## src/rtl/mdrop_pkg.sv

```systemverilog
package mdrop_pkg;
  localparam int FRAME_BITS = 16;
  localparam logic [1:0] BCAST_ID = 2'b11;
  localparam logic [4:0] SRST_IDX = 5'd31;

  typedef struct packed {
    logic [1:0] id;
    logic       idx_hi;
    logic       rd;
    logic [3:0] idx_lo;
  } addr_byte_t;

  function automatic logic [7:0] dflt_val(int i);
    return 8'h5A ^ 8'(8'h11 * i);
  endfunction
endpackage

```

## src/rtl/sync_edge.sv

```systemverilog
module sync_edge #(
  parameter int   STAGES  = 2,
  parameter logic RST_VAL = 1'b0
) (
  input  logic clk,
  input  logic rst_n,
  input  logic d,
  output logic q,
  output logic rise
);
  logic [STAGES-1:0] chain;
  logic              q_d;

  always_ff @(posedge clk or negedge rst_n) begin
    if (!rst_n) begin
      chain <= {STAGES{RST_VAL}};
      q_d   <= RST_VAL;
    end else begin
      chain <= {chain[STAGES-2:0], d};
      q_d   <= chain[STAGES-1];
    end
  end

  assign q    = chain[STAGES-1];
  assign rise = q & ~q_d;
endmodule

```

## src/rtl/frame_shifter.sv

```systemverilog
module frame_shifter #(
  parameter int FRAME_BITS = 16,
  localparam int CW = $clog2(FRAME_BITS + 2)
) (
  input  logic                  clk,
  input  logic                  rst_n,
  input  logic                  clr,
  input  logic                  shift,
  input  logic                  din,
  output logic [FRAME_BITS-1:0] word,
  output logic [CW-1:0]         cnt
);
  localparam logic [CW-1:0] CNT_MAX = {CW{1'b1}};

  always_ff @(posedge clk or negedge rst_n) begin
    if (!rst_n) begin
      word <= '0;
      cnt  <= '0;
    end else if (clr) begin
      word <= '0;
      cnt  <= '0;
    end else if (shift) begin
      word <= {word[FRAME_BITS-2:0], din};
      if (cnt != CNT_MAX) cnt <= cnt + 1'b1;
    end
  end
endmodule

```

## src/rtl/frame_decoder.sv

```systemverilog
module frame_decoder
  import mdrop_pkg::*;
#(
  parameter int NREGS = 8,
  localparam int CW = $clog2(FRAME_BITS + 2)
) (
  input  logic                  commit,
  input  logic [FRAME_BITS-1:0] word,
  input  logic [CW-1:0]         cnt,
  input  logic [1:0]            dev_id,
  output logic                  wr_en,
  output logic [4:0]            wr_idx,
  output logic [7:0]            wr_data,
  output logic                  srst
);
  localparam logic [4:0]    NREGS_L = 5'(NREGS);
  localparam logic [CW-1:0] FULL    = CW'(FRAME_BITS);

  addr_byte_t abyte;
  logic       accept;

  always_comb begin
    abyte   = addr_byte_t'(word[15:8]);
    wr_data = word[7:0];
    wr_idx  = {abyte.idx_hi, abyte.idx_lo};
    accept  = commit && (cnt == FULL) && !abyte.rd &&
              ((abyte.id == dev_id) || (abyte.id == BCAST_ID));
    wr_en   = accept && (wr_idx < NREGS_L);
    srst    = accept && (wr_idx == SRST_IDX);
  end
endmodule

```

## src/rtl/reg_bank.sv

```systemverilog
module reg_bank
  import mdrop_pkg::*;
#(
  parameter int NREGS = 8
) (
  input  logic               clk,
  input  logic               rst_n,
  input  logic               wr_en,
  input  logic [4:0]         wr_idx,
  input  logic [7:0]         wr_data,
  input  logic               srst,
  output logic               rst_pend,
  output logic [NREGS*8-1:0] q
);
  always_ff @(posedge clk or negedge rst_n) begin
    if (!rst_n) rst_pend <= 1'b0;
    else        rst_pend <= srst;
  end

  for (genvar g = 0; g < NREGS; g++) begin : g_reg
    always_ff @(posedge clk or negedge rst_n) begin
      if (!rst_n)                            q[g*8 +: 8] <= dflt_val(g);
      else if (rst_pend)                     q[g*8 +: 8] <= dflt_val(g);
      else if (wr_en && wr_idx == 5'(g))     q[g*8 +: 8] <= wr_data;
    end
  end
endmodule

```

## src/rtl/mdrop_reg_port.sv

```systemverilog
module mdrop_reg_port
  import mdrop_pkg::*;
#(
  parameter int NREGS = 8,
  parameter int SYNC_STAGES = 2
) (
  input  logic               clk,
  input  logic               rst_n,
  input  logic [1:0]         dev_id,
  input  logic               sck,
  input  logic               sdi,
  input  logic               sen,
  output logic [NREGS*8-1:0] regs_o
);
  localparam int CW = $clog2(FRAME_BITS + 2);

  logic                  sck_s, sck_rise;
  logic                  sdi_s, sdi_unused;
  logic                  sen_s, sen_rise;
  logic [FRAME_BITS-1:0] word;
  logic [CW-1:0]         cnt;
  logic                  wr_en, srst, rst_pend;
  logic [4:0]            wr_idx;
  logic [7:0]            wr_data;

  sync_edge #(.STAGES(SYNC_STAGES), .RST_VAL(1'b0)) u_sck (
    .clk(clk), .rst_n(rst_n), .d(sck), .q(sck_s), .rise(sck_rise));
  sync_edge #(.STAGES(SYNC_STAGES), .RST_VAL(1'b0)) u_sdi (
    .clk(clk), .rst_n(rst_n), .d(sdi), .q(sdi_s), .rise(sdi_unused));
  sync_edge #(.STAGES(SYNC_STAGES), .RST_VAL(1'b1)) u_sen (
    .clk(clk), .rst_n(rst_n), .d(sen), .q(sen_s), .rise(sen_rise));

  frame_shifter #(.FRAME_BITS(FRAME_BITS)) u_shift (
    .clk(clk), .rst_n(rst_n), .clr(sen_s), .shift(sck_rise), .din(sdi_s),
    .word(word), .cnt(cnt));

  frame_decoder #(.NREGS(NREGS)) u_dec (
    .commit(sen_rise), .word(word), .cnt(cnt), .dev_id(dev_id),
    .wr_en(wr_en), .wr_idx(wr_idx), .wr_data(wr_data), .srst(srst));

  reg_bank #(.NREGS(NREGS)) u_bank (
    .clk(clk), .rst_n(rst_n), .wr_en(wr_en), .wr_idx(wr_idx),
    .wr_data(wr_data), .srst(srst), .rst_pend(rst_pend), .q(regs_o));
endmodule

```

## config.mk

```make
export PLATFORM = sky130hd
export DESIGN_NAME = mdrop_reg_port
export DESIGN_NICKNAME = d
export VERILOG_FILES = /design/src/rtl/mdrop_pkg.sv /design/src/rtl/sync_edge.sv /design/src/rtl/frame_shifter.sv /design/src/rtl/frame_decoder.sv /design/src/rtl/reg_bank.sv /design/src/rtl/mdrop_reg_port.sv
export SDC_FILE = /design/constraint.sdc
export NUM_CORES = 1
export LEC_CHECK = 0
export BUFFER_PORTS_ARGS = -buffer_cell sky130_fd_sc_hd__buf_2
export CAP_MARGIN = 20
export CORE_MARGIN = 5
export CORE_UTILIZATION = 35
export CTS_CLUSTER_SIZE = 8
export DETAILED_ROUTE_END_ITERATION = 16
export PLACE_DENSITY = 0.53
export REMOVE_ABC_BUFFERS = 1
export SYNTH_ARGS = -nofsm -noshare
export SYNTH_HDL_FRONTEND = slang
export SYNTH_SLANG_ARGS = --single-unit
```

## constraint.sdc

```tcl
create_clock -name clk -period 2 [get_ports clk]
set_input_delay 0.1 -clock clk [delete_from_list [all_inputs] [get_ports clk]]
set_output_delay 0.1 -clock clk [all_outputs]
set_load 0.02 [all_outputs]
```

# Yosys cells after proc, flatten, opt, wreduce, memory -nomap -nowiden
# Cells that the tools add are included.
# totals
reg_bits,94
out_inout_bits,64
wordCells,82
# classes
addsub,1
order_cmp,1
n_eq_ne,12
n_mux,21
n_bitwise,4
reduce_logical,27
# op_table
op,count
$mux W8,16
$mux W16,2
$eq A5 B3 Y1 const B,4
$reduce_bool A2 Y1,10
$mux W5,3
$logic_and A1 B1 Y1,13
$eq A5 B2 Y1 const B,2
$eq A5 B5 Y1 const B,2
$add A5 B1 Y5 const B,1
$eq A5 B1 Y1 const B,1
$logic_not A5 Y1,1
$lt A5 B4 Y1 const B,1
$ne A5 B5 Y1 const B,1
$and A1 B1 Y1,2
$eq A2 B2 Y1,1
$eq A2 B2 Y1 const B,1
$not A1 Y1,2
$reduce_and A2 Y1,1
$logic_not A1 Y1,1
$logic_or A1 B1 Y1,1

# Logic depth before layout (Yosys ltp)
# depth
word_depth,9
ltp_mapped,7

# Hierarchy
# Synthesis repeated with hierarchy kept, for this count alone.
# unflattened
cells_unflattened,348
hier_area_um2,4232.8
# by_module_without_submodules
module,instances,cells_per_inst,area_per_inst_um2,seq_area_each_um2
reg_bank,1,232,2865.2,1666.6
frame_shifter,1,77,903.4,525.5
frame_decoder,1,27,193.9,0.0
sync_edge at u_sck ...,2,4,88.8,75.1
sync_edge at u_sen,1,4,92.6,78.8

# Worst setup path before layout
# No wires, ideal clock.
# synth_timing
kind,register to register
from,reg u_shift.cnt[0]
to,reg u_shift.cnt[3]
setup_ns,0.132
arrival_time_ns,1.730
required_time_ns,1.868
path_slack_ns,0.138
stages_incl_launch_ff,8
n_path_buf,0
path_cell_list,dfrtp_1 ha_1 and3_1 ha_1 nor3b_1 nand4_1 xor2_1 nor2_1
# synth_via
elab_chain_cells,4
word_cells_on_any_way,7
classes_between,add/sub (1); eq/ne (1); mux (3); reduce/logical (2)
# synth_lines
element,line_no,source
from (decl),frame_shifter.sv:11,output logic [CW-1:0] cnt
from (signal assigned),frame_shifter.sv:24,if (cnt != CNT_MAX) cnt <= cnt + 1'b1;
$add A5 B1 Y5,frame_shifter.sv:24,
$mux W5,frame_shifter.sv:24,
$mux W5,frame_shifter.sv:22,end else if (shift) begin
$mux W5,frame_shifter.sv:19,end else if (clr) begin
# Parallel ways exist; a longest one is shown, timed or not. The select of a mux whose other input is x is not followed.
# A chain may end at the register's enable or synchronous reset.

# Worst setup path after layout
# layout_timing
from,reg u_shift.cnt[3]
to,reg u_bank.q[30]
# layout_via
elab_chain_cells,7
# layout_lines
element,line_no,source
$eq A5 B5 Y1,frame_decoder.sv:26,accept = commit && (cnt == FULL) && !abyte.rd &&
$logic_and A1 B1 Y1 (3 in series),frame_decoder.sv:26,
$logic_and A1 B1 Y1,frame_decoder.sv:28,wr_en = accept && (wr_idx < NREGS_L);
$logic_and A1 B1 Y1,reg_bank.sv:24,else if (wr_en && wr_idx == 5'(g)) q[g*8 +: 8] <= wr_data;
$reduce_bool A2 Y1 (no line),--,
"to (signal, indexed assignment)",reg_bank.sv:22,if (!rst_n) q[g*8 +: 8] <= dflt_val(g);
"to (signal, indexed assignment)",reg_bank.sv:23,else if (rst_pend) q[g*8 +: 8] <= dflt_val(g);
"to (signal, indexed assignment)",reg_bank.sv:24,
to (decl),reg_bank.sv:13,output logic [NREGS*8-1:0] q
# Every way passes these cells.

==> summary.md <==
| Metric | Value |
|---|---|
| Number of antenna diodes | 0 |
| Gpl congestion | roughly 0.81 |
| Internal power | between 0.003 and 0.004 W |
| DIE AREA | approximately 14000 um2 |
| Antenna violations before repair | 0 |
| Highest net fanout along the worst path | 7 |
| Number of H-tree levels | 3 |
| Reported net switching power | 0.000813 W |
| Total Neg Setup Slack | 0 ns |
| Vias in the first global route | about 3000 |
| Initial core utilization | a little over a third |
| CP peak stage delay | around 0.4 ns |
| Final cell utilization of the core | about 45% |
| Gate power share | slightly below 3% |
| Detail-routed net length per standard cell | around 16 um |
| Number of buffer cells added on primary ports | 70 |
| Post-layout instance area | 5200 um2 |
| Chip height | between 100 and 150 um |
| Worst slew margin relative to its limit | ~54% |
| Fraction of the yosys area taken by sequential cells | between 50 and 60% |
| Number of synthesis warnings | 0 |
| Highest ir drop seen on vdd | ~0.00035 V |
| Switching fraction of total power | around a fifth |
| Layout overhead on the synthesized area | 24.9% |
| Power density relative to cell area | between 700 and 800 nW/um2 |
| TritonCTS sink count | 94 |
| Synth Area per Inst | about 12 um2 |
| Unrepaired setup endpoints after global routing | false |
| Clock-pin slew of the registers on the worst-case setup and hold paths | roughly 0.07 ns |
| Portion of the clock cycle consumed by the worst path in the final layout | 90.5% |
| Crit path buf inv count | 1 |
| Endpoint class of the critical path | flip-flop |
| Maximum number of pins on one net before global-route repair | 45 |
| Dominant delay contributor by cell family on the critical path | simple AND/OR/NAND/NOR gates |
| CP required | 2.26 ns |
| Slowest library cell on the worst path | sky130_fd_sc_hd__dfrtp_1 |
| Area share of xor/xnor cells in the synthesized design | less than 1% |
| Reported leakage power | between 2 and 2.5 nW |
| Number of ports placed on the die boundary | 71 |
| Placeable Area | approximately 12000 um2 |
| Post-detail-place hpwl | between 6000 and 7000 um |
| Final count of pins violating max slew | 0 |
| CTS Buffer Depth | 2 |
| Proportion of synthesized area in mux cells | around 15% |
| Global Route Usage Sum | between 10 and 15% |
| Fmax | roughly 550 MHz |
| Hold crit path type | input pin to flip-flop |
| Library cells used by synthesis | 34 |
| List of cells traversed by the critical path | nor4b_1, and3_1, buf_4, nand4_1, mux2i_1 |
| Final Skew | slightly below 0.006 ns |
| Class of the most critical setup path | flip-flop to flip-flop |
| TritonCTS clock tree | yes |
| Antenna Violating Nets Remaining | 0 |
| Cell area after synthesis | roughly 4200 um2 |
| Post-CTS setup buffer count | 0 |
| Std-Cell Rows | 39 |
| Total congestion overflow after global routing | 0 |
| Total count of hold-check failures in the final report | 0 |
| Number of cells produced by synthesis | 362 |
| Wire length reported by the detailed router | between 9000 and 10000 um |
| Detail-routed via count per cell | between 4 and 5 |
| Number of vias after detailed routing | approximately 2900 |
| Adder-Cell Fraction of Synth Area | less than 1% |
| Final Setup Violations | 0 |
| Critical path arrival | about 2.1 ns |
| Count of state elements after synthesis | between 90 and 100 |
| Max-cap check violation count | 0 |
| Proportion of power drawn by flip-flops and latches | 48.4% |
| Clock Tree Root | sky130_fd_sc_hd__clkbuf_16 |
| Cts bufs inserted | 9 |
| Residual DRC | 0 |
| Proportion of layout cells with a drive suffix above 1 | between 30% and 40% |
| Compound-cell area share of the yosys netlist | 2.76% |
| Actual slew at the worst max-slew pin | just under 0.7 ns |
| Area after detailed placement | about 4800 um2 |
| Wire length of the first global-routing pass | between 15000 and 20000 um |
| Element type at the critical path start | flip-flop |
| Number of iterations in the first detailed-routing pass | 4 |
| Part of the total power dissipated in the clock network | around half |
| Die boundary width | between 100 and 150 um |
| Post-layout min period | 1.81 ns |
| Total number of nets in the final design | between 400 and 500 |
| Main combinational cell family by area after synthesis | simple AND/OR/NAND/NOR gates |
| Post-synthesis simple-gate area fraction | 20.2% |
| First-iteration detailed-routing DRC count | between 100 and 150 |
| Result of the run | finished, final reports clean |
| Clock Latency Late Sink | 0.34 ns |
routing by layer:
layer  GRT usage (%)  vias to the layer above  part of all wire (%)
met3            2.65                        9                   3.9
met5               0                        -                     0
met4            6.01                        0                   1.5
met1            19.4                     1410                    48
met2            22.0                       57                    46
li1                -                     1387                     -
worst reg2reg max path, stage by stage (launching register included):
cell and delay, ns:
sky130_fd_sc_hd__dfrtp_1 0.40, sky130_fd_sc_hd__nor4b_1 0.29, sky130_fd_sc_hd__and3_1 0.34, sky130_fd_sc_hd__buf_4 0.19
sky130_fd_sc_hd__nand4_1 0.26, sky130_fd_sc_hd__mux2i_1 0.26
sequential cells by signal (all words and copies together) (netlist names):
| name | flops |
|---|---|
| u_shift.word | 16 |
| u_bank.rst_pend | 1 |
| u_sen.chain | 2 |
| u_sck.chain | 2 |
| u_sen.q_d | 1 |
| u_shift.cnt | 5 |
| u_sdi.chain | 2 |
| u_bank.q | 64 |
| u_sck.q_d | 1 |
synthesized netlist by cell type (all sizes together):
cell type	number	area (um2)
mux2i	64	641
dfrtp	59	1480
nor2	46	173
nand2b	40	250
nand2	36	135
dfstp	35	920
a21oi	18	90.1
clkbuf	16	61.3
nand4	8	98.9
buf	7	38.8
and4	4	35.0
nor4b	4	50.1
ha	3	37.5
nor2b	3	18.8
and3	2	12.5
inv	2	7.51
nor4	2	18.8
o21ai	2	10.0
o21bai	2	15.0
or3b	2	20.0
xor2	2	17.5
nand3	1	5.00
nand3b	1	7.51
nor3b	1	7.51
or3	1	11.3
xnor2	1	8.76
power by group through the flow:
stage / registers, W / clock network [W] / logic (W)
6_report: 0.00193 / 0.00194 / 0.000114
5_1_grt: 0.00193 / 0.00206 / 0.000131
4_1_cts: 0.00193 / 0.00199 / 0.000119
3_5_place_dp: 0.00196 / 0 / 0.000113
3_3_place_gp: 0.00196 / 0 / 0.000111
2_1_floorplan: 0.00196 / 0 / 0.0000290
area by class of cell:
class / instances / area [um2]
multi-input combinational: 243 / 1680
clock buffer: 9 / 225
fill: 1101 / 6360
timing repair buffer: 96 / 608
clock inverter: 7 / 113
sequential: 94 / 2400
tap: 143 / 179
inverter: 2 / 7.51
stage by stage:
step           hold WS (ns)  power, W  setup slack (ns)  std cells
6_report              0.261   0.00398             0.189        594
5_1_grt               0.296   0.00412            0.0818        594
4_1_cts               0.245   0.00404            0.0845        594
3_5_place_dp          0.117   0.00207             0.110        574
3_3_place_gp          0.113   0.00207             0.132        574
2_1_floorplan        -0.196   0.00199          -0.00879        339
timing repair:
| item | in CTS | in global routing |
|---|---|---|
| endpoints found under the hold margin | 34 | 0 |
| resized for setup | 0 | 3 |
| hold buffers | 4 | 0 |
| setup endpoints to repair | 0 | 5 |
cells by family after synthesis:
kind of cell | after synthesis
flops | 94
xor+xnor | 3
compound gates | 22
simple gates | 151
fa+ha+maj | 3
mux | 64
buf+inv | 25
final timing paths:
kind,depth (start not counted),start,end,slack (ns)
setup / recovery,5,u_shift.cnt[3],u_bank.q[30],0.19
hold / removal,5,dev_id[0],u_bank.rst_pend,0.26
setup reg to reg,5,u_shift.cnt[3],u_bank.q[30],0.19
hold reg to reg,0,u_sck.chain[0],u_sck.chain[1],0.35
max in group asynchronous,3,rst_n,u_bank.q[30],1.04
min in group asynchronous,2,rst_n,u_bank.q[7],0.29
cell usage in the layout, fill, tap and decap left out, drive strengths merged:
master / netlist / final
buf: 7 / 92
mux2i: 64 / 64
dfrtp: 59 / 59
nor2: 46 / 46
nand2b: 40 / 40
nand2: 36 / 36
dfstp: 35 / 35
a21oi: 18 / 18
clkbuf: 16 / 9
nand4: 8 / 8
dlygate4sd3: 0 / 4
and4: 4 / 4
nor4b: 4 / 4
nor2b: 3 / 3
ha: 3 / 3
bufinv: 0 / 3
clkinv: 0 / 3
inv: 2 / 2
and3: 2 / 2
o21bai: 2 / 2
xor2: 2 / 2
o21ai: 2 / 2
or3b: 2 / 2
nor4: 2 / 2
nand3b: 1 / 1
nand3: 1 / 1
or3: 1 / 1
nor3b: 1 / 1
xnor2: 1 / 1
clkinvlp: 0 / 1
Power figures use the tool's default switching activity.
